`src/rtl/i2c_txn_pkg.sv`:
```
package i2c_txn_pkg;

  typedef enum logic [1:0] {
    OP_PROBE = 2'd0,
    OP_READ  = 2'd1,
    OP_WRITE = 2'd2,
    OP_RSVD  = 2'd3
  } reqop_e;

  typedef enum logic [1:0] {
    BC_START = 2'd0,
    BC_STOP  = 2'd1,
    BC_WRITE = 2'd2,
    BC_READ  = 2'd3
  } buscmd_e;

  typedef enum logic [1:0] {
    ST_OK       = 2'd0,
    ST_NODEV    = 2'd1,
    ST_ADDRERR  = 2'd2,
    ST_DATANACK = 2'd3
  } status_e;

  typedef enum logic [1:0] {
    SEL_DEVW = 2'd0,
    SEL_DEVR = 2'd1,
    SEL_ADDR = 2'd2,
    SEL_DATA = 2'd3
  } bytesel_e;

  // strobes from the control FSM into the datapath
  typedef struct packed {
    logic     latchReq;
    logic     shiftAddr;
    logic     loadWr;
    logic     loadRd;
    logic     decLen;
    logic     incNack;
    logic     setErr;
    status_e  errCode;
    bytesel_e sel;
  } ctl_t;

endpackage

```
`src/rtl/i2c_txn_dp.sv`:
```
module i2c_txn_dp
  import i2c_txn_pkg::*;
#(
  parameter int DEV_W      = 7,
  parameter int ADDR_BYTES = 4,
  parameter int LEN_W      = 8,
  parameter int ALEN_W     = $clog2(ADDR_BYTES + 1)
) (
  input  logic                    clk,
  input  logic                    rstN,
  input  ctl_t                    ctl,
  input  logic [1:0]              reqOp,
  input  logic [DEV_W-1:0]        reqDev,
  input  logic [8*ADDR_BYTES-1:0] reqAddr,
  input  logic [ALEN_W-1:0]       reqAlen,
  input  logic [LEN_W-1:0]        reqLen,
  input  logic                    cfgRepStart,
  input  logic [DEV_W-1:0]        cfgOvfMask,
  input  logic [7:0]              wrData,
  input  logic [7:0]              engRxData,
  output reqop_e                  opReg,
  output logic                    repReg,
  output logic                    alenZero,
  output logic                    alenLast,
  output logic                    lenZero,
  output logic                    lenLast,
  output logic [7:0]              cmdData,
  output logic [7:0]              rdData,
  output logic [1:0]              statusCode,
  output logic [LEN_W-1:0]        nackCount
);

  localparam int AW    = 8 * ADDR_BYTES;
  localparam int EXT_W = AW + 8;

  logic [DEV_W-1:0]  devReg;
  logic [AW-1:0]     addrReg;
  logic [ALEN_W-1:0] alenLeft;
  logic [LEN_W-1:0]  lenLeft;
  logic [7:0]        dataReg;
  logic [LEN_W-1:0]  nackCnt;
  status_e           errReg;

  // request-time address shaping
  logic [ALEN_W-1:0] alenC;
  logic [EXT_W-1:0]  extAddr;
  logic [EXT_W-1:0]  upperBits;
  logic [DEV_W-1:0]  devEff;
  logic [AW-1:0]     alignAddr;

  always_comb begin
    alenC     = (int'(reqAlen) > ADDR_BYTES) ? ALEN_W'(ADDR_BYTES) : reqAlen;
    extAddr   = {8'h00, reqAddr};
    upperBits = extAddr >> (8 * int'(alenC));
    devEff    = reqDev | (upperBits[DEV_W-1:0] & cfgOvfMask);
    alignAddr = reqAddr << (8 * (ADDR_BYTES - int'(alenC)));
  end

  always_ff @(posedge clk or negedge rstN) begin
    if (!rstN) begin
      opReg    <= OP_PROBE;
      repReg   <= 1'b0;
      devReg   <= '0;
      addrReg  <= '0;
      alenLeft <= '0;
      lenLeft  <= '0;
      dataReg  <= '0;
      nackCnt  <= '0;
      errReg   <= ST_OK;
    end else begin
      if (ctl.latchReq) begin
        opReg    <= reqop_e'(reqOp);
        repReg   <= cfgRepStart;
        devReg   <= devEff;
        addrReg  <= alignAddr;
        alenLeft <= alenC;
        lenLeft  <= reqLen;
        nackCnt  <= '0;
        errReg   <= ST_OK;
      end
      if (ctl.shiftAddr) begin
        addrReg  <= addrReg << 8;
        alenLeft <= alenLeft - 1'b1;
      end
      if (ctl.loadWr)  dataReg <= wrData;
      if (ctl.loadRd)  dataReg <= engRxData;
      if (ctl.decLen)  lenLeft <= lenLeft - 1'b1;
      if (ctl.incNack) nackCnt <= nackCnt + 1'b1;
      if (ctl.setErr)  errReg  <= ctl.errCode;
    end
  end

  always_comb begin
    case (ctl.sel)
      SEL_DEVW: cmdData = {devReg, 1'b0};
      SEL_DEVR: cmdData = {devReg, 1'b1};
      SEL_ADDR: cmdData = addrReg[AW-1 -: 8];
      default:  cmdData = dataReg;
    endcase
  end

  assign rdData     = dataReg;
  assign alenZero   = (alenLeft == '0);
  assign alenLast   = (alenLeft == ALEN_W'(1));
  assign lenZero    = (lenLeft == '0);
  assign lenLast    = (lenLeft == LEN_W'(1));
  assign nackCount  = nackCnt;
  assign statusCode = (errReg == ST_OK && nackCnt != '0) ? ST_DATANACK : errReg;

endmodule

```
`src/rtl/i2c_txn_ctl.sv`:
```
module i2c_txn_ctl
  import i2c_txn_pkg::*;
(
  input  logic    clk,
  input  logic    rstN,
  input  logic    reqValid,
  output logic    reqReady,
  input  reqop_e  opReg,
  input  logic    repReg,
  input  logic    alenZero,
  input  logic    alenLast,
  input  logic    lenZero,
  input  logic    lenLast,
  input  logic    wrValid,
  output logic    wrReady,
  output logic    rdValid,
  input  logic    rdReady,
  output logic    cmdValid,
  output buscmd_e cmdOp,
  output logic    cmdNackOut,
  input  logic    engDone,
  input  logic    engNack,
  output logic    done,
  output ctl_t    ctl
);

  typedef enum logic [3:0] {
    S_IDLE, S_START, S_DEVW, S_ADDR, S_TSTOP, S_RSTART, S_DEVR,
    S_RDBYTE, S_RDPUSH, S_WRFETCH, S_WRBYTE, S_STOP, S_FIN
  } state_e;

  state_e state, nxt;

  always_ff @(posedge clk or negedge rstN) begin
    if (!rstN) state <= S_IDLE;
    else       state <= nxt;
  end

  always_comb begin
    nxt        = state;
    ctl        = '0;
    reqReady   = 1'b0;
    wrReady    = 1'b0;
    rdValid    = 1'b0;
    cmdValid   = 1'b0;
    cmdOp      = BC_START;
    cmdNackOut = 1'b0;
    done       = 1'b0;
    case (state)
      S_IDLE: begin
        reqReady = 1'b1;
        if (reqValid) begin
          ctl.latchReq = 1'b1;
          nxt          = S_START;
        end
      end
      S_START: begin
        cmdValid = 1'b1;
        cmdOp    = BC_START;
        if (engDone) nxt = (opReg == OP_READ && alenZero) ? S_DEVR : S_DEVW;
      end
      S_DEVW: begin
        cmdValid = 1'b1;
        cmdOp    = BC_WRITE;
        ctl.sel  = SEL_DEVW;
        if (engDone) begin
          if (engNack) begin
            ctl.setErr  = 1'b1;
            ctl.errCode = ST_NODEV;
            nxt         = S_STOP;
          end else if (opReg == OP_PROBE) begin
            nxt = S_STOP;
          end else if (!alenZero) begin
            nxt = S_ADDR;
          end else begin
            nxt = lenZero ? S_STOP : S_WRFETCH;
          end
        end
      end
      S_ADDR: begin
        cmdValid = 1'b1;
        cmdOp    = BC_WRITE;
        ctl.sel  = SEL_ADDR;
        if (engDone) begin
          ctl.shiftAddr = 1'b1;
          if (engNack) begin
            ctl.setErr  = 1'b1;
            ctl.errCode = ST_ADDRERR;
            nxt         = S_STOP;
          end else if (alenLast) begin
            if (opReg == OP_READ) nxt = repReg ? S_RSTART : S_TSTOP;
            else                  nxt = lenZero ? S_STOP : S_WRFETCH;
          end
        end
      end
      S_TSTOP: begin
        cmdValid = 1'b1;
        cmdOp    = BC_STOP;
        if (engDone) nxt = S_RSTART;
      end
      S_RSTART: begin
        cmdValid = 1'b1;
        cmdOp    = BC_START;
        if (engDone) nxt = S_DEVR;
      end
      S_DEVR: begin
        cmdValid = 1'b1;
        cmdOp    = BC_WRITE;
        ctl.sel  = SEL_DEVR;
        if (engDone) nxt = lenZero ? S_STOP : S_RDBYTE;
      end
      S_RDBYTE: begin
        cmdValid   = 1'b1;
        cmdOp      = BC_READ;
        cmdNackOut = lenLast;
        if (engDone) begin
          ctl.loadRd = 1'b1;
          nxt        = S_RDPUSH;
        end
      end
      S_RDPUSH: begin
        rdValid = 1'b1;
        if (rdReady) begin
          ctl.decLen = 1'b1;
          nxt        = lenLast ? S_STOP : S_RDBYTE;
        end
      end
      S_WRFETCH: begin
        wrReady = 1'b1;
        if (wrValid) begin
          ctl.loadWr = 1'b1;
          nxt        = S_WRBYTE;
        end
      end
      S_WRBYTE: begin
        cmdValid = 1'b1;
        cmdOp    = BC_WRITE;
        ctl.sel  = SEL_DATA;
        if (engDone) begin
          ctl.decLen  = 1'b1;
          ctl.incNack = engNack;
          nxt         = lenLast ? S_STOP : S_WRFETCH;
        end
      end
      S_STOP: begin
        cmdValid = 1'b1;
        cmdOp    = BC_STOP;
        if (engDone) nxt = S_FIN;
      end
      S_FIN: begin
        done = 1'b1;
        nxt  = S_IDLE;
      end
      default: nxt = S_IDLE;
    endcase
  end

endmodule

```
`src/rtl/i2c_txn_seq.sv`:
```
module i2c_txn_seq
  import i2c_txn_pkg::*;
#(
  parameter int DEV_W      = 7,
  parameter int ADDR_BYTES = 4,
  parameter int LEN_W      = 8,
  parameter int ALEN_W     = $clog2(ADDR_BYTES + 1)
) (
  input  logic                    clk,
  input  logic                    rstN,
  input  logic                    reqValid,
  output logic                    reqReady,
  input  logic [1:0]              reqOp,
  input  logic [DEV_W-1:0]        reqDev,
  input  logic [8*ADDR_BYTES-1:0] reqAddr,
  input  logic [ALEN_W-1:0]       reqAlen,
  input  logic [LEN_W-1:0]        reqLen,
  input  logic                    cfgRepStart,
  input  logic [DEV_W-1:0]        cfgOvfMask,
  input  logic [7:0]              wrData,
  input  logic                    wrValid,
  output logic                    wrReady,
  output logic [7:0]              rdData,
  output logic                    rdValid,
  input  logic                    rdReady,
  output logic                    cmdValid,
  output logic [1:0]              cmdOp,
  output logic [7:0]              cmdData,
  output logic                    cmdNackOut,
  input  logic                    engDone,
  input  logic                    engNack,
  input  logic [7:0]              engRxData,
  output logic                    done,
  output logic [1:0]              statusCode,
  output logic [LEN_W-1:0]        nackCount
);

  ctl_t    ctl;
  reqop_e  opReg;
  buscmd_e cmdOpE;
  logic    repReg, alenZero, alenLast, lenZero, lenLast;

  i2c_txn_dp #(
    .DEV_W(DEV_W), .ADDR_BYTES(ADDR_BYTES), .LEN_W(LEN_W), .ALEN_W(ALEN_W)
  ) u_dp (
    .clk(clk), .rstN(rstN), .ctl(ctl),
    .reqOp(reqOp), .reqDev(reqDev), .reqAddr(reqAddr), .reqAlen(reqAlen),
    .reqLen(reqLen), .cfgRepStart(cfgRepStart), .cfgOvfMask(cfgOvfMask),
    .wrData(wrData), .engRxData(engRxData),
    .opReg(opReg), .repReg(repReg), .alenZero(alenZero), .alenLast(alenLast),
    .lenZero(lenZero), .lenLast(lenLast), .cmdData(cmdData), .rdData(rdData),
    .statusCode(statusCode), .nackCount(nackCount)
  );

  i2c_txn_ctl u_ctl (
    .clk(clk), .rstN(rstN), .reqValid(reqValid), .reqReady(reqReady),
    .opReg(opReg), .repReg(repReg), .alenZero(alenZero), .alenLast(alenLast),
    .lenZero(lenZero), .lenLast(lenLast), .wrValid(wrValid), .wrReady(wrReady),
    .rdValid(rdValid), .rdReady(rdReady), .cmdValid(cmdValid), .cmdOp(cmdOpE),
    .cmdNackOut(cmdNackOut), .engDone(engDone), .engNack(engNack),
    .done(done), .ctl(ctl)
  );

  assign cmdOp = cmdOpE;

endmodule

```
`config.mk`:
```
export PLATFORM = sky130hd
export DESIGN_NAME = i2c_txn_seq
export DESIGN_NICKNAME = d
export VERILOG_FILES = /design/src/rtl/i2c_txn_pkg.sv /design/src/rtl/i2c_txn_dp.sv /design/src/rtl/i2c_txn_ctl.sv /design/src/rtl/i2c_txn_seq.sv
export SDC_FILE = /design/constraint.sdc
export NUM_CORES = 1
export LEC_CHECK = 0
export BUFFER_PORTS_ARGS = -buffer_cell sky130_fd_sc_hd__buf_4
export CAP_MARGIN = 15
export CORE_MARGIN = 3
export CORE_UTILIZATION = 35
export DETAILED_ROUTE_END_ITERATION = 7
export PLACE_DENSITY = 0.62
export SETUP_SLACK_MARGIN = 0.05
export SYNTH_ARGS = -nofsm -noshare
export SYNTH_HDL_FRONTEND = slang
export SYNTH_SLANG_ARGS = --single-unit
```
`constraint.sdc`:
```
create_clock -name clk -period 1.85 [get_ports clk]
set_input_delay 0.185 -clock clk [delete_from_list [all_inputs] [get_ports clk]]
set_output_delay 0.185 -clock clk [all_outputs]
set_load 0.05 [all_outputs]
```
==> flow_summary.html, run 1 <==
<table>
<tr><th>Metric</th><th>Value</th></tr>
<tr><th colspan="2">Clocking</th></tr>
<tr><td>Insertion delay of the later-clocked pin in the worst-skew pair</td><td>0.34 ns</td></tr>
<tr><td>Clock transition at the registers of the reported paths</td><td>0.06 ns</td></tr>
<tr><td>Clock H-tree levels</td><td>3</td></tr>
<tr><td>Root cell of the clock tree</td><td>sky130_fd_sc_hd__clkbuf_16</td></tr>
<tr><td>CTS sink cnt</td><td>75</td></tr>
<tr><td>Clock tree from TritonCTS</td><td>yes</td></tr>
<tr><td>Bufs on Longest Clock Path</td><td>2</td></tr>
<tr><td>Clock buffers created by TritonCTS</td><td>9</td></tr>
<tr><th colspan="2">Global route</th></tr>
<tr><td>Via count of the first global-routing pass</td><td>4785</td></tr>
<tr><td>Number of antenna violations at the first check in global routing</td><td>0</td></tr>
<tr><td>Pin count of the biggest net entering global routing</td><td>35</td></tr>
<tr><td>Global route overflow</td><td>0</td></tr>
<tr><td>Overall global routing resource usage</td><td>a little over a fifth</td></tr>
<tr><td>First-pass GRT wire length</td><td>between 20000 and 25000 um</td></tr>
<tr><th colspan="2">Logic synthesis</th></tr>
<tr><td>Yosys cell types</td><td>63</td></tr>
<tr><td>Sequential area share after synthesis</td><td>39.7%</td></tr>
<tr><td>Number of cells produced by synthesis</td><td>546</td></tr>
<tr><td>Cell area after synthesis</td><td>0.00473 mm2</td></tr>
<tr><td>Synth async-reset ratio</td><td>100%</td></tr>
<tr><td>Synthesized area per cell</td><td>8.67 um2</td></tr>
<tr><td>Primary flip-flop cell chosen by synthesis mapping</td><td>sky130_fd_sc_hd__dfrtp_1</td></tr>
<tr><td>Number of synthesis warnings</td><td>0</td></tr>
<tr><td>Synthesized net count</td><td>638</td></tr>
<tr><td>EDFF count, synth</td><td>0</td></tr>
<tr><td>Number of synthesized register bits</td><td>75</td></tr>
<tr><th colspan="2">Job</th></tr>
<tr><td>Number of violations of the max-capacitance limit</td><td>0</td></tr>
<tr><th colspan="2">Run status</th></tr>
<tr><td>Failing checks</td><td>negative setup slack</td></tr>
<tr><td>Outcome</td><td>finished with violations</td></tr>
<tr><th colspan="2">STA</th></tr>
<tr><td>Worst max-slew margin expressed relative to the limit</td><td>55.9%</td></tr>
<tr><td>Period utilisation layout</td><td>112%</td></tr>
<tr><td>Max Fclk</td><td>0.484 GHz</td></tr>
<tr><td>Final clock skew</td><td>0.00873 ns</td></tr>
<tr><td>Shortest clock period the worst path allows after layout</td><td>just over 2 ns</td></tr>
<tr><td>Worst setup margin</td><td>-0.216 ns</td></tr>
<tr><td>Finish-stage setup viols</td><td>60</td></tr>
<tr><td>RSZ-0062 raised after global routing</td><td>true</td></tr>
<tr><td>Worst Hold Margin</td><td>0.0506 ns</td></tr>
<tr><td>Count of final max-slew check failures</td><td>0</td></tr>
<tr><td>Slew at the pin with the worst max-slew slack</td><td>roughly 0.64 ns</td></tr>
<tr><td>Final-report hold violation count</td><td>0</td></tr>
<tr><th colspan="2">Route</th></tr>
<tr><td>Average vias per placed instance</td><td>5.60</td></tr>
<tr><td>Antenna Nets Post-Route</td><td>0</td></tr>
<tr><td>Final WL</td><td>17400 um</td></tr>
<tr><td>Total vias in the final route</td><td>5163</td></tr>
<tr><td>Number of detailed-routing iterations run before antenna repair</td><td>5</td></tr>
<tr><td>Avg WL per Cell</td><td>18.9 um</td></tr>
<tr><td>Post-route DRC violation count</td><td>0</td></tr>
<tr><td>First DRT Iteration DRCs</td><td>around 420</td></tr>
<tr><th colspan="2">Die</th></tr>
<tr><td>Initial core utilization</td><td>36.6%</td></tr>
<tr><td>Floorplan Core Area</td><td>0.0129 mm2</td></tr>
<tr><td>Chip width</td><td>122 um</td></tr>
<tr><td>Ports</td><td>117</td></tr>
<tr><td>Placement Rows</td><td>41</td></tr>
<tr><td>Die area</td><td>about 0.015 mm2</td></tr>
<tr><td>Die outline height</td><td>122 um</td></tr>
<tr><th colspan="2">Placed design</th></tr>
<tr><td>Final weighted congestion of routability-driven global placement</td><td>0.898</td></tr>
<tr><td>Area post-placement</td><td>0.00633 mm2</td></tr>
<tr><td>Estimated wirelength of the detail-placed design</td><td>11100 um</td></tr>
<tr><td>Placed instance count</td><td>about 850</td></tr>
<tr><td>Port bufs</td><td>roughly 120</td></tr>
<tr><th colspan="2">Worst setup path</th></tr>
<tr><td>Ordered cell list for the critical path</td><td>buf_6 -&gt; nor3_4 -&gt; buf_6 -&gt; mux2i_4 -&gt; buf_6 -&gt; o21ai_4 -&gt; buf_6</td></tr>
<tr><td>Critical Path Source Type</td><td>flip-flop</td></tr>
<tr><td>Sort of element at the end of the critical path</td><td>output pin</td></tr>
<tr><td>Worst setup path startpoint</td><td>u_ctl.state[2]</td></tr>
<tr><td>Critical Setup Path Class</td><td>reg2out</td></tr>
<tr><td>WP buf/inv</td><td>4</td></tr>
<tr><td>Largest fanout on the critical path</td><td>4</td></tr>
<tr><td>Kind of cell adding the most delay to the critical path</td><td>buffers and inverters</td></tr>
<tr><td>Library cell contributing the largest single delay on the critical path</td><td>sky130_fd_sc_hd__dfrtp_2</td></tr>
<tr><td>Data required time at the worst endpoint</td><td>1.66 ns</td></tr>
<tr><td>Worst path most repeated cell</td><td>sky130_fd_sc_hd__buf_6</td></tr>
<tr><td>Max incr delay on CP</td><td>0.43 ns</td></tr>
<tr><td>Launch instance of the worst register-to-register path</td><td>u_dp.alenLeft[1]</td></tr>
<tr><td>Critical path data arrival time</td><td>1.88 ns</td></tr>
<tr><th colspan="2">Hold path</th></tr>
<tr><td>Worst Hold Launch</td><td>cfgRepStart</td></tr>
<tr><td>Min-delay worst type</td><td>in2reg</td></tr>
<tr><th colspan="2">Finish</th></tr>
<tr><td>Fraction of layout instances using a drive strength above 1</td><td>between 40% and 50%</td></tr>
<tr><td>Leading cell type in the layout, fill and taps excluded</td><td>sky130_fd_sc_hd__buf_4</td></tr>
<tr><td>Final-layout fill cell count</td><td>between 1000 and 1500</td></tr>
<tr><td>Diode insertion count for antenna repair</td><td>0</td></tr>
<tr><td>Area growth syn-to-layout</td><td>70.8%</td></tr>
<tr><td>Most frequent cells in the layout</td><td>sky130_fd_sc_hd__buf_4, sky130_fd_sc_hd__nand2_1, sky130_fd_sc_hd__dfrtp_1</td></tr>
<tr><td>Nets</td><td>approximately 840</td></tr>
<tr><td>Post-route cell area</td><td>~0.0081 mm2</td></tr>
<tr><td>Non-Filler Instances</td><td>922</td></tr>
<tr><th colspan="2">Power and ir drop</th></tr>
<tr><td>Peak supply drop</td><td>roughly 0.61 mV</td></tr>
<tr><td>Power per Cell Area</td><td>1550 mW/mm2</td></tr>
<tr><td>Total power draw</td><td>12.6 mW</td></tr>
<tr><td>Reported leakage power</td><td>3.75 nW</td></tr>
</table>
==> what timing repair did <==
item                                    in CTS  in global routing
hold endpoints to repair                    32                  0
endpoints found under the setup margin      28                 82
setup buffers                               19                 26
hold buffers                                 1                  0
pin swaps                                   15                 52
cloned                                       2                  6
gates resized for setup                     79                142
==> synth_stat cells (2+ instances only) <==
library cell	count	area, um2
sky130_fd_sc_hd__nand2_1	95	357
sky130_fd_sc_hd__dfrtp_1	75	1880
sky130_fd_sc_hd__nor2_1	37	139
sky130_fd_sc_hd__o21ai_0	35	175
sky130_fd_sc_hd__mux2i_1	34	340
sky130_fd_sc_hd__a21oi_1	27	135
sky130_fd_sc_hd__clkbuf_1	24	90.1
sky130_fd_sc_hd__inv_1	19	71.3
sky130_fd_sc_hd__nor2b_1	13	81.3
sky130_fd_sc_hd__nand3_1	12	60.1
sky130_fd_sc_hd__buf_2	11	55.1
sky130_fd_sc_hd__a22o_1	9	78.8
sky130_fd_sc_hd__a22oi_1	9	67.6
sky130_fd_sc_hd__ha_1	9	113
sky130_fd_sc_hd__nand3b_1	9	67.6
sky130_fd_sc_hd__a211oi_1	8	60.1
sky130_fd_sc_hd__a32oi_1	8	70.1
sky130_fd_sc_hd__a2111oi_0	7	61.3
sky130_fd_sc_hd__nand2b_1	7	43.8
sky130_fd_sc_hd__o2bb2ai_1	7	61.3
sky130_fd_sc_hd__a221oi_1	6	52.6
sky130_fd_sc_hd__nor3_1	6	30.0
sky130_fd_sc_hd__o21ai_1	6	30.0
sky130_fd_sc_hd__and3_1	5	31.3
sky130_fd_sc_hd__o211ai_1	5	37.5
sky130_fd_sc_hd__nor4_1	4	25.0
sky130_fd_sc_hd__o22ai_1	4	25.0
sky130_fd_sc_hd__a31oi_1	3	18.8
sky130_fd_sc_hd__and2_1	3	18.8
sky130_fd_sc_hd__nand4_1	3	18.8
sky130_fd_sc_hd__nor4b_1	3	26.3
sky130_fd_sc_hd__o311a_1	3	30.0
sky130_fd_sc_hd__a21o_1	2	15.0
sky130_fd_sc_hd__a222oi_1	2	20.0
sky130_fd_sc_hd__buf_1	2	7.51
sky130_fd_sc_hd__nor3_4	2	32.5
sky130_fd_sc_hd__nor3b_1	2	15.0
sky130_fd_sc_hd__nor4_2	2	25.0
sky130_fd_sc_hd__o21bai_1	2	15.0
sky130_fd_sc_hd__or3_1	2	12.5
sky130_fd_sc_hd__xor2_1	2	17.5
==> final cells by class <==
cell class              instances  area (um2)  area share (%)
well taps                     172         215            2.66
inverters                      20        75.1           0.929
multi-input cells             413        3350            41.5
flip-flops and latches         75        1890            23.3
clock buffers                  11         243            3.00
clock inverters                 5         100            1.24
repair buffers                226        2210            27.4
==> power breakdown <==
group | leakage [nW] | switching (mW) | internal, mW
Clock | 0.169 | 0.669 | 1.35
Sequential | 0.951 | 0.599 | 2.27
Combinational | 2.63 | 4.04 | 3.63
==> metal layers <==
layer / track usage [%] / share of wire, %
met4: 5.67 / 2.2
met2: 33.4 / 50
met1: 29.0 / 42
met5: 0 / 0
met3: 4.65 / 6.5
==> logic make-up (layout without fill, tap and decap cells) <==
group,after synthesis,in the layout,share of synthesized area [%]
compound gates,155,155,22.8
xor+xnor,3,3,0.555
fa+ha+maj,9,9,2.38
buf+inv,58,262,5.05
flops,75,75,39.7
mux,35,35,7.43
simple gates,211,211,22.1
==> tightest hold or removal path, stage by stage <==
cell and delay, ns:
sky130_fd_sc_hd__buf_4 0.09, sky130_fd_sc_hd__nand2_2 0.04, sky130_fd_sc_hd__nand2_1 0.04
==> flip-flops by register name, indices dropped and copies added, names as in the netlist <==
register and count:
u_dp.addrReg 32, u_dp.lenLeft 8, u_dp.nackCount 8, u_dp.rdData 8, u_dp.devReg 7, u_ctl.state 4, u_dp.alenLeft 3, u_dp.errReg 2
u_dp.opReg 2, u_dp.repReg 1
==> worst paths after layout <==
path                                    end  slack (ns)  depth (start not counted)
setup reg to reg             u_ctl.state[1]       -0.18                          7
max in group asynchronous   u_dp.lenLeft[6]        0.92                          3
hold reg to reg            u_dp.alenLeft[1]        0.48                          2
min in group asynchronous    u_dp.rdData[0]        0.35                          2
setup / recovery                 cmdData[7]       -0.22                          7
hold / removal                  u_dp.repReg        0.05                          3
==> metrics by stage <==
stage | setup WS [ns] | utilization, % | TNS, ns
2_1_floorplan | -0.256 | - | -8.58
5_1_grt | -0.358 | 62.5 | -9.41
3_3_place_gp | -0.0483 | 49.0 | -0.0983
4_1_cts | -0.175 | 55.8 | -1.54
3_5_place_dp | -0.0979 | 49.0 | -0.237
6_report | -0.216 | 62.5 | -4.16
Note: power is estimated with default switching activity, not from simulation.
==> run 2, diff against run 1 <==
--- a/config.mk
+++ b/config.mk
@@ -7,10 +7,12 @@
 export LEC_CHECK = 0
 export BUFFER_PORTS_ARGS = -buffer_cell sky130_fd_sc_hd__buf_4
 export CAP_MARGIN = 15
+export CELL_PAD_IN_SITES_DETAIL_PLACEMENT = 0
+export CELL_PAD_IN_SITES_GLOBAL_PLACEMENT = 1
 export CORE_MARGIN = 3
 export CORE_UTILIZATION = 35
 export DETAILED_ROUTE_END_ITERATION = 7
-export PLACE_DENSITY = 0.62
+export PLACE_DENSITY = 0.79
 export SETUP_SLACK_MARGIN = 0.05
 export SYNTH_ARGS = -nofsm -noshare
 export SYNTH_HDL_FRONTEND = slang
==> flow_summary.html, run 2 (synthesized netlist as in run 1, its figures left out) <==
<table>
<tr><th>Metric</th><th>Value</th></tr>
<tr><th colspan="2">Worst setup path</th></tr>
<tr><td>Critical path data arrival time</td><td>1.80 ns (was 1.88 ns)</td></tr>
<tr><td>Register-to-register setup slack</td><td>-0.11 ns (was -0.18 ns)</td></tr>
<tr><td>Critical Path Source Type</td><td>flip-flop (unchanged)</td></tr>
<tr><td>Reg2reg path depth</td><td>9 (was 7)</td></tr>
<tr><td>Launch instance of the worst register-to-register path</td><td>u_ctl.state[0] (was u_dp.alenLeft[1])</td></tr>
<tr><td>Largest fanout on the critical path</td><td>8 (was 4)</td></tr>
<tr><td>Data required time at the worst endpoint</td><td>1.66 ns (about the same)</td></tr>
<tr><td>Destination of the critical timing path</td><td>cmdData[7] (unchanged)</td></tr>
<tr><td>Critical Setup Path Class</td><td>reg2out (unchanged)</td></tr>
<tr><td>Sort of element at the end of the critical path</td><td>output pin (unchanged)</td></tr>
<tr><td>Critical register-to-register path endpoint</td><td>u_ctl.state[0] (was u_ctl.state[1])</td></tr>
<tr><td>Worst setup path startpoint</td><td>u_ctl.state[2] (unchanged)</td></tr>
<tr><th colspan="2">Placed design</th></tr>
<tr><td>Final weighted congestion of routability-driven global placement</td><td>0.852 (was 0.898)</td></tr>
<tr><td>Port bufs</td><td>116 (unchanged)</td></tr>
<tr><td>Estimated wirelength of the detail-placed design</td><td>11400 um (was 11100 um)</td></tr>
<tr><td>Area post-placement</td><td>0.00637 mm2 (was 0.00633 mm2)</td></tr>
<tr><td>Placed instance count</td><td>856 (was 854)</td></tr>
<tr><th colspan="2">STA</th></tr>
<tr><td>Finish-stage setup viols</td><td>16 (was 60)</td></tr>
<tr><td>Worst Hold Margin</td><td>0.0484 ns (was 0.0506 ns)</td></tr>
<tr><td>RSZ-0062 raised after global routing</td><td>true (unchanged)</td></tr>
<tr><td>Shortest clock period the worst path allows after layout</td><td>1.99 ns (was 2.07 ns)</td></tr>
<tr><td>Slew at the pin with the worst max-slew slack</td><td>0.748 ns (was 0.644 ns)</td></tr>
<tr><td>Worst setup margin</td><td>-0.137 ns (was -0.216 ns)</td></tr>
<tr><td>Final-report hold violation count</td><td>0 (unchanged)</td></tr>
<tr><td>Count of final max-slew check failures</td><td>0 (unchanged)</td></tr>
<tr><td>Period utilisation layout</td><td>107% (was 112%)</td></tr>
<tr><td>Worst max-slew margin expressed relative to the limit</td><td>48.9% (was 55.9%)</td></tr>
<tr><td>Max Fclk</td><td>0.503 GHz (was 0.484 GHz)</td></tr>
<tr><td>Final clock skew</td><td>0.00819 ns (was 0.00873 ns)</td></tr>
<tr><th colspan="2">Clocking</th></tr>
<tr><td>Root cell of the clock tree</td><td>sky130_fd_sc_hd__clkbuf_16 (unchanged)</td></tr>
<tr><td>Clock tree from TritonCTS</td><td>yes (unchanged)</td></tr>
<tr><td>CTS sink cnt</td><td>75 (unchanged)</td></tr>
<tr><td>Clock buffers created by TritonCTS</td><td>9 (unchanged)</td></tr>
<tr><td>Insertion delay of the later-clocked pin in the worst-skew pair</td><td>0.34 ns (about the same)</td></tr>
<tr><td>Clock H-tree levels</td><td>3 (unchanged)</td></tr>
<tr><td>Bufs on Longest Clock Path</td><td>2 (unchanged)</td></tr>
<tr><td>Clock transition at the registers of the reported paths</td><td>0.06 ns (about the same)</td></tr>
<tr><th colspan="2">Finish</th></tr>
<tr><td>Nets</td><td>826 (was 837)</td></tr>
<tr><td>Fraction of layout instances using a drive strength above 1</td><td>43.7% (was 48.8%)</td></tr>
<tr><td>Leading cell type in the layout, fill and taps excluded</td><td>sky130_fd_sc_hd__buf_4 (unchanged)</td></tr>
<tr><td>Final-layout fill cell count</td><td>1140 (was 1050)</td></tr>
<tr><td>Number of flip-flops in the largest register</td><td>32 (unchanged)</td></tr>
<tr><td>Area growth syn-to-layout</td><td>60.5% (was 70.8%)</td></tr>
<tr><td>Most frequent cells in the layout</td><td>sky130_fd_sc_hd__buf_4, sky130_fd_sc_hd__nand2_1, sky130_fd_sc_hd__dfrtp_1 (unchanged)</td></tr>
<tr><td>Diode insertion count for antenna repair</td><td>0 (unchanged)</td></tr>
<tr><td>Post-route cell area</td><td>0.00759 mm2 (was 0.00808 mm2)</td></tr>
<tr><td>Most flops, register</td><td>u_dp.addrReg (unchanged)</td></tr>
<tr><td>Non-Filler Instances</td><td>911 (was 922)</td></tr>
<tr><td>Layout Utilization</td><td>58.7% (was 62.5%)</td></tr>
<tr><th colspan="2">Global route</th></tr>
<tr><td>First-pass GRT wire length</td><td>25100 um (was 24700 um)</td></tr>
<tr><td>Pin count of the biggest net entering global routing</td><td>44 (was 35)</td></tr>
<tr><td>Via count of the first global-routing pass</td><td>4807 (was 4785)</td></tr>
<tr><td>Global route overflow</td><td>0 (unchanged)</td></tr>
<tr><td>Number of antenna violations at the first check in global routing</td><td>0 (unchanged)</td></tr>
<tr><td>Overall global routing resource usage</td><td>21.4% (was 21.0%)</td></tr>
<tr><th colspan="2">Hold path</th></tr>
<tr><td>Min-delay worst type</td><td>in2reg (unchanged)</td></tr>
<tr><td>Worst Hold Launch</td><td>reqOp[1] (was cfgRepStart)</td></tr>
<tr><th colspan="2">Die</th></tr>
<tr><td>Ports</td><td>117 (unchanged)</td></tr>
<tr><td>Initial core utilization</td><td>36.6% (unchanged)</td></tr>
<tr><td>Die outline height</td><td>122 um (unchanged)</td></tr>
<tr><td>Placement Rows</td><td>41 (unchanged)</td></tr>
<tr><td>Chip width</td><td>122 um (unchanged)</td></tr>
<tr><td>Die area</td><td>0.0150 mm2 (unchanged)</td></tr>
<tr><td>Floorplan Core Area</td><td>0.0129 mm2 (unchanged)</td></tr>
<tr><th colspan="2">Run status</th></tr>
<tr><td>Outcome</td><td>finished with violations (unchanged)</td></tr>
<tr><td>Failing checks</td><td>negative setup slack (unchanged)</td></tr>
<tr><th colspan="2">Route</th></tr>
<tr><td>Avg WL per Cell</td><td>18.0 um (was 18.9 um)</td></tr>
<tr><td>Total vias in the final route</td><td>4973 (was 5163)</td></tr>
<tr><td>Post-route DRC violation count</td><td>0 (unchanged)</td></tr>
<tr><td>Number of detailed-routing iterations run before antenna repair</td><td>5 (unchanged)</td></tr>
<tr><td>Final WL</td><td>16400 um (was 17400 um)</td></tr>
<tr><td>Antenna Nets Post-Route</td><td>0 (unchanged)</td></tr>
<tr><td>Average vias per placed instance</td><td>5.46 (was 5.60)</td></tr>
<tr><td>First DRT Iteration DRCs</td><td>327 (was 423)</td></tr>
<tr><th colspan="2">Power and ir drop</th></tr>
<tr><td>Reported leakage power</td><td>3.55 nW (was 3.75 nW)</td></tr>
<tr><td>Portion of total power attributed to sequential cells</td><td>24.9% (was 22.9%)</td></tr>
<tr><td>Share of total power in combinational logic</td><td>59.7% (was 61.1%)</td></tr>
<tr><td>Peak supply drop</td><td>0.762 mV (was 0.608 mV)</td></tr>
<tr><td>Portion of total power attributed to the clock network</td><td>15.3% (was 16.1%)</td></tr>
<tr><td>Cell internal power dissipation</td><td>6.55 mW (was 7.25 mW)</td></tr>
<tr><td>Net switching power</td><td>4.96 mW (was 5.31 mW)</td></tr>
<tr><td>Total power draw</td><td>11.5 mW (was 12.6 mW)</td></tr>
<tr><td>Power per Cell Area</td><td>1520 mW/mm2 (was 1550 mW/mm2)</td></tr>
<tr><td>Switching share of power</td><td>43.1% (was 42.3%)</td></tr>
<tr><th colspan="2">Job</th></tr>
<tr><td>Number of violations of the max-capacitance limit</td><td>0 (unchanged)</td></tr>
</table>
run 2: changes by cell type in the layout (fill, tap and decap cells not counted), moves of 4 or more:
cell / previous run / this run
sky130_fd_sc_hd__buf_6: 48 / 38
sky130_fd_sc_hd__buf_4: 150 / 162
sky130_fd_sc_hd__clkbuf_16: 15 / 10
sky130_fd_sc_hd__nor2_1: 25 / 29
sky130_fd_sc_hd__buf_8: 10 / 4
sky130_fd_sc_hd__nand2_1: 79 / 86
sky130_fd_sc_hd__o21ai_0: 2 / 12
sky130_fd_sc_hd__o21ai_2: 15 / 2
sky130_fd_sc_hd__nand2_2: 9 / 5
run 2: cell type report:
class / instances / area [um2] / share of cell area (%)
Clock buffer: 11 / 243 / 3.20
Clock inverter: 5 / 52.6 / 0.692
Inverter: 20 / 75.1 / 0.988
Multi-Input combinational cell: 413 / 3200 / 42.1
Sequential cell: 75 / 1890 / 24.8
Tap cell: 172 / 215 / 2.83
Timing Repair Buffer: 215 / 1930 / 25.4
run 2: stage by stage:
stage	worst slack, ns	TNS (ns)
after floorplan	-0.256	-8.58
after global placement	-0.0380	-0.0455
after detailed placement	-0.0683	-0.239
after CTS	-0.143	-1.42
after global routing	-0.224	-3.30
final	-0.137	-1.55
run 2: worst min path at each step:
stage	to	slack (ns)	cells after the start
after global routing	u_dp.opReg[0]	0.04	3
final	u_dp.opReg[1]	0.05	3
after detailed placement	u_dp.rdData[5]	0.24	1
after CTS	u_dp.repReg	0.04	3
after floorplan	u_ctl.state[0]	-0.11	0
after global placement	u_dp.rdData[5]	0.24	1
run 2: metal layers:
layer	up-vias	routed length (um)	GRT usage (%)
met5	-	0	0
met4	0	238	5.04
met3	15	919	4.79
met2	154	7910	34.6
met1	2444	7320	29.4
li1	2360	-	-
run 2: worst max-delay path, cell delays in order, from the launching register on:
cell and delay [ns]:
sky130_fd_sc_hd__dfrtp_2 0.41, sky130_fd_sc_hd__buf_4 0.14, sky130_fd_sc_hd__nor3_4 0.22, sky130_fd_sc_hd__buf_12 0.20, sky130_fd_sc_hd__mux2i_4 0.28, sky130_fd_sc_hd__o21ai_4 0.07
sky130_fd_sc_hd__buf_6 0.15
run 2: what timing repair did:
action                                  4_1_cts  5_1_grt
resized for setup                            71       70
hold buffers                                  1        0
buffers inserted                             21       14
gates cloned                                  1        2
endpoints found under the hold margin        42        0
pin swaps                                    18       35
endpoints found under the setup margin       22       86
run 2: power by group through the flow:
stage | Combinational [mW] | Sequential, mW | Clock, mW
floorplan | 3.35 | 2.99 | 0
detailed placement | 5.26 | 2.88 | 0
CTS | 6.26 | 2.82 | 1.80
global route | 7.33 | 2.96 | 1.88
global placement | 5.17 | 2.85 | 0
finish | 6.88 | 2.87 | 1.76
==> run 3, diff against run 2 <==
--- a/config.mk
+++ b/config.mk
@@ -12,6 +12,7 @@
 export CORE_MARGIN = 3
 export CORE_UTILIZATION = 35
 export DETAILED_ROUTE_END_ITERATION = 7
+export GPL_TIMING_DRIVEN = 0
 export PLACE_DENSITY = 0.79
 export SETUP_SLACK_MARGIN = 0.05
 export SYNTH_ARGS = -nofsm -noshare
==> flow_summary.html, run 3 (synthesized netlist as in run 1, its figures left out) <==
<table>
<tr><th>Metric</th><th>Value</th></tr>
<tr><th colspan="2">Worst setup path</th></tr>
<tr><td>Critical path data arrival time</td><td>1.86 ns (was 1.80 ns)</td></tr>
<tr><td>Sort of element at the end of the critical path</td><td>output pin (unchanged)</td></tr>
<tr><td>Ordered cell list for the critical path</td><td>buf_8 -&gt; nor3_4 -&gt; buf_12 -&gt; mux2i_4 -&gt; o21ai_4 -&gt; buf_6 (was buf_4 -&gt; nor3_4 -&gt; buf_12 -&gt; mux2i_4 -&gt; o21ai_4 -&gt; buf_6)</td></tr>
<tr><td>Library cell contributing the largest single delay on the critical path</td><td>sky130_fd_sc_hd__dfrtp_1 (was sky130_fd_sc_hd__dfrtp_2)</td></tr>
<tr><td>Largest fanout on the critical path</td><td>7 (was 8)</td></tr>
<tr><td>Reg2reg path depth</td><td>9 (unchanged)</td></tr>
<tr><td>Critical Setup Path Class</td><td>reg2out (unchanged)</td></tr>
<tr><td>Data required time at the worst endpoint</td><td>1.66 ns (about the same)</td></tr>
<tr><td>Max incr delay on CP</td><td>0.41 ns (about the same)</td></tr>
<tr><td>Critical Path Source Type</td><td>flip-flop (unchanged)</td></tr>
<tr><th colspan="2">Finish</th></tr>
<tr><td>Number of flip-flops in the largest register</td><td>32 (unchanged)</td></tr>
<tr><td>Diode insertion count for antenna repair</td><td>0 (unchanged)</td></tr>
<tr><td>Most flops, register</td><td>u_dp.addrReg (unchanged)</td></tr>
<tr><td>Fraction of layout instances using a drive strength above 1</td><td>44.4% (was 43.7%)</td></tr>
<tr><td>Most frequent cells in the layout</td><td>sky130_fd_sc_hd__buf_4, sky130_fd_sc_hd__nand2_1, sky130_fd_sc_hd__dfrtp_1 (unchanged)</td></tr>
<tr><td>Nets</td><td>818 (was 826)</td></tr>
<tr><td>Area growth syn-to-layout</td><td>62.1% (was 60.5%)</td></tr>
<tr><td>Final-layout fill cell count</td><td>1130 (was 1140)</td></tr>
<tr><td>Leading cell type in the layout, fill and taps excluded</td><td>sky130_fd_sc_hd__buf_4 (unchanged)</td></tr>
<tr><th colspan="2">Clocking</th></tr>
<tr><td>Clock H-tree levels</td><td>3 (unchanged)</td></tr>
<tr><td>Count of hold buffers inserted by post-cts repair</td><td>0 (was 1)</td></tr>
<tr><td>Clock tree from TritonCTS</td><td>yes (unchanged)</td></tr>
<tr><td>Root cell of the clock tree</td><td>sky130_fd_sc_hd__clkbuf_16 (unchanged)</td></tr>
<tr><td>Clock transition at the registers of the reported paths</td><td>0.06 ns (about the same)</td></tr>
<tr><td>CTS sink cnt</td><td>75 (unchanged)</td></tr>
<tr><td>Clock buffers created by TritonCTS</td><td>9 (unchanged)</td></tr>
<tr><td>Insertion delay of the later-clocked pin in the worst-skew pair</td><td>0.34 ns (about the same)</td></tr>
<tr><td>Bufs on Longest Clock Path</td><td>2 (unchanged)</td></tr>
<tr><th colspan="2">Route</th></tr>
<tr><td>Final WL</td><td>17600 um (was 16400 um)</td></tr>
<tr><td>Post-route DRC violation count</td><td>0 (unchanged)</td></tr>
<tr><td>First DRT Iteration DRCs</td><td>308 (was 327)</td></tr>
<tr><td>Average vias per placed instance</td><td>5.56 (was 5.46)</td></tr>
<tr><td>Total vias in the final route</td><td>5013 (was 4973)</td></tr>
<tr><td>Avg WL per Cell</td><td>19.5 um (was 18.0 um)</td></tr>
<tr><td>Antenna Nets Post-Route</td><td>0 (unchanged)</td></tr>
<tr><td>Number of detailed-routing iterations run before antenna repair</td><td>5 (unchanged)</td></tr>
<tr><th colspan="2">STA</th></tr>
<tr><td>Worst max-slew margin expressed relative to the limit</td><td>33.3% (was 48.9%)</td></tr>
<tr><td>Finish-stage setup viols</td><td>67 (was 16)</td></tr>
<tr><td>RSZ-0062 raised after global routing</td><td>true (unchanged)</td></tr>
<tr><td>Final clock skew</td><td>0.00322 ns (was 0.00819 ns)</td></tr>
<tr><td>Worst setup margin</td><td>-0.197 ns (was -0.137 ns)</td></tr>
<tr><td>Final-report hold violation count</td><td>7 (was 0)</td></tr>
<tr><td>Slew at the pin with the worst max-slew slack</td><td>1.00 ns (was 0.748 ns)</td></tr>
<tr><td>Sum of negative setup slack</td><td>-7.33 ns (was -1.55 ns)</td></tr>
<tr><td>Worst Hold Margin</td><td>-0.0148 ns (was 0.0484 ns)</td></tr>
<tr><td>Shortest clock period the worst path allows after layout</td><td>2.05 ns (was 1.99 ns)</td></tr>
<tr><td>Period utilisation layout</td><td>111% (was 107%)</td></tr>
<tr><td>Count of final max-slew check failures</td><td>0 (unchanged)</td></tr>
<tr><td>Max Fclk</td><td>0.488 GHz (was 0.503 GHz)</td></tr>
<tr><th colspan="2">Power and ir drop</th></tr>
<tr><td>Total power draw</td><td>11.9 mW (was 11.5 mW)</td></tr>
<tr><td>Reported leakage power</td><td>3.55 nW (about the same)</td></tr>
<tr><td>Peak supply drop</td><td>0.773 mV (was 0.762 mV)</td></tr>
<tr><td>Power per Cell Area</td><td>1540 mW/mm2 (was 1520 mW/mm2)</td></tr>
<tr><th colspan="2">Global route</th></tr>
<tr><td>Number of antenna violations at the first check in global routing</td><td>0 (unchanged)</td></tr>
<tr><td>Global route overflow</td><td>0 (unchanged)</td></tr>
<tr><td>Via count of the first global-routing pass</td><td>4942 (was 4807)</td></tr>
<tr><td>Pin count of the biggest net entering global routing</td><td>76 (was 44)</td></tr>
<tr><td>Overall global routing resource usage</td><td>23.3% (was 21.4%)</td></tr>
<tr><td>First-pass GRT wire length</td><td>26700 um (was 25100 um)</td></tr>
<tr><th colspan="2">Die</th></tr>
<tr><td>Floorplan Core Area</td><td>0.0129 mm2 (unchanged)</td></tr>
<tr><td>Placement Rows</td><td>41 (unchanged)</td></tr>
<tr><td>Chip width</td><td>122 um (unchanged)</td></tr>
<tr><td>Die area</td><td>0.0150 mm2 (unchanged)</td></tr>
<tr><td>Initial core utilization</td><td>36.6% (unchanged)</td></tr>
<tr><td>Die outline height</td><td>122 um (unchanged)</td></tr>
<tr><td>Ports</td><td>117 (unchanged)</td></tr>
<tr><th colspan="2">Placed design</th></tr>
<tr><td>Final weighted congestion of routability-driven global placement</td><td>0.871 (was 0.852)</td></tr>
<tr><td>Port bufs</td><td>115 (was 116)</td></tr>
<tr><td>Estimated wirelength of the detail-placed design</td><td>11800 um (was 11400 um)</td></tr>
<tr><th colspan="2">Hold path</th></tr>
<tr><td>Min-delay worst type</td><td>in2async (was in2reg)</td></tr>
<tr><th colspan="2">Run status</th></tr>
<tr><td>Outcome</td><td>finished with violations (unchanged)</td></tr>
<tr><td>Failing checks</td><td>negative hold slack, negative setup slack (was negative setup slack)</td></tr>
<tr><th colspan="2">Job</th></tr>
<tr><td>Number of violations of the max-capacitance limit</td><td>0 (unchanged)</td></tr>
</table>
[run 3: power by group]
part | internal, mW | leakage (nW) | switching [mW]
Sequential | 2.27 | 0.951 | 0.603
Clock | 1.48 | 0.179 | 0.669
Combinational | 3.08 | 2.42 | 3.75
[run 3: worst paths after layout]
check | startpoint | slack (ns) | endpoint
worst max-delay path | u_ctl.state[2] | -0.20 | cmdData[1]
worst min-delay path | rstN | -0.01 | u_dp.rdData[3]
worst max register to register | u_ctl.state[2] | -0.19 | u_dp.lenLeft[5]
worst min register to register | u_dp.repReg | 0.47 | u_dp.repReg
max in group asynchronous | rstN | 1.11 | u_dp.nackCount[4]
min in group clk | reqOp[0] | 0.05 | u_dp.opReg[0]
[run 3: cell type report]
cell class	count	area (um2)	share of cell area [%]
multi-input combinational	413	3270	42.6
sequential	75	1880	24.6
timing repair buffer	174	1530	20.0
buffer	33	329	4.29
clock buffer	10	239	3.11
tap	172	215	2.80
clock inverter	5	125	1.63
inverter	20	75.1	0.978
[run 3: worst max-delay path: cells and delay by family, from the launching register on]
kind                   cells  cell delay, ns
flip-flops                 1            0.41
buffers and inverters      3            0.49
AND/OR/NAND/NOR            1            0.27
multiplexers               1            0.27
AO/OA/AOI/OAI              1            0.09
[run 3: through the flow]
step	std cells	area, um2	util [%]	hold slack [ns]	setup slack, ns
detailed placement	833	6090	47.1	0.394	-0.662
global route	902	7670	59.3	0.0360	-0.316
global placement	833	6090	47.1	0.390	-0.663
CTS	894	7390	57.1	0.0355	-0.266
finish	902	7670	59.3	-0.0148	-0.197
floorplan	546	5010	-	-0.111	-0.256
[run 3: routing by layer]
layer  part of all wire (%)  global-route usage [%]
met2                     48                    38.1
met5                      0                       0
met4                    2.3                    6.58
met1                     42                    30.5
met3                    7.4                    6.13
[run 3: timing repair]
item / 4_1_cts / 5_1_grt
setup endpoints to repair: 65 / 89
pin swaps: 35 / 17
gates cloned: 2 / 1
buffers inserted: 48 / 10
gates resized for setup: 136 / 49
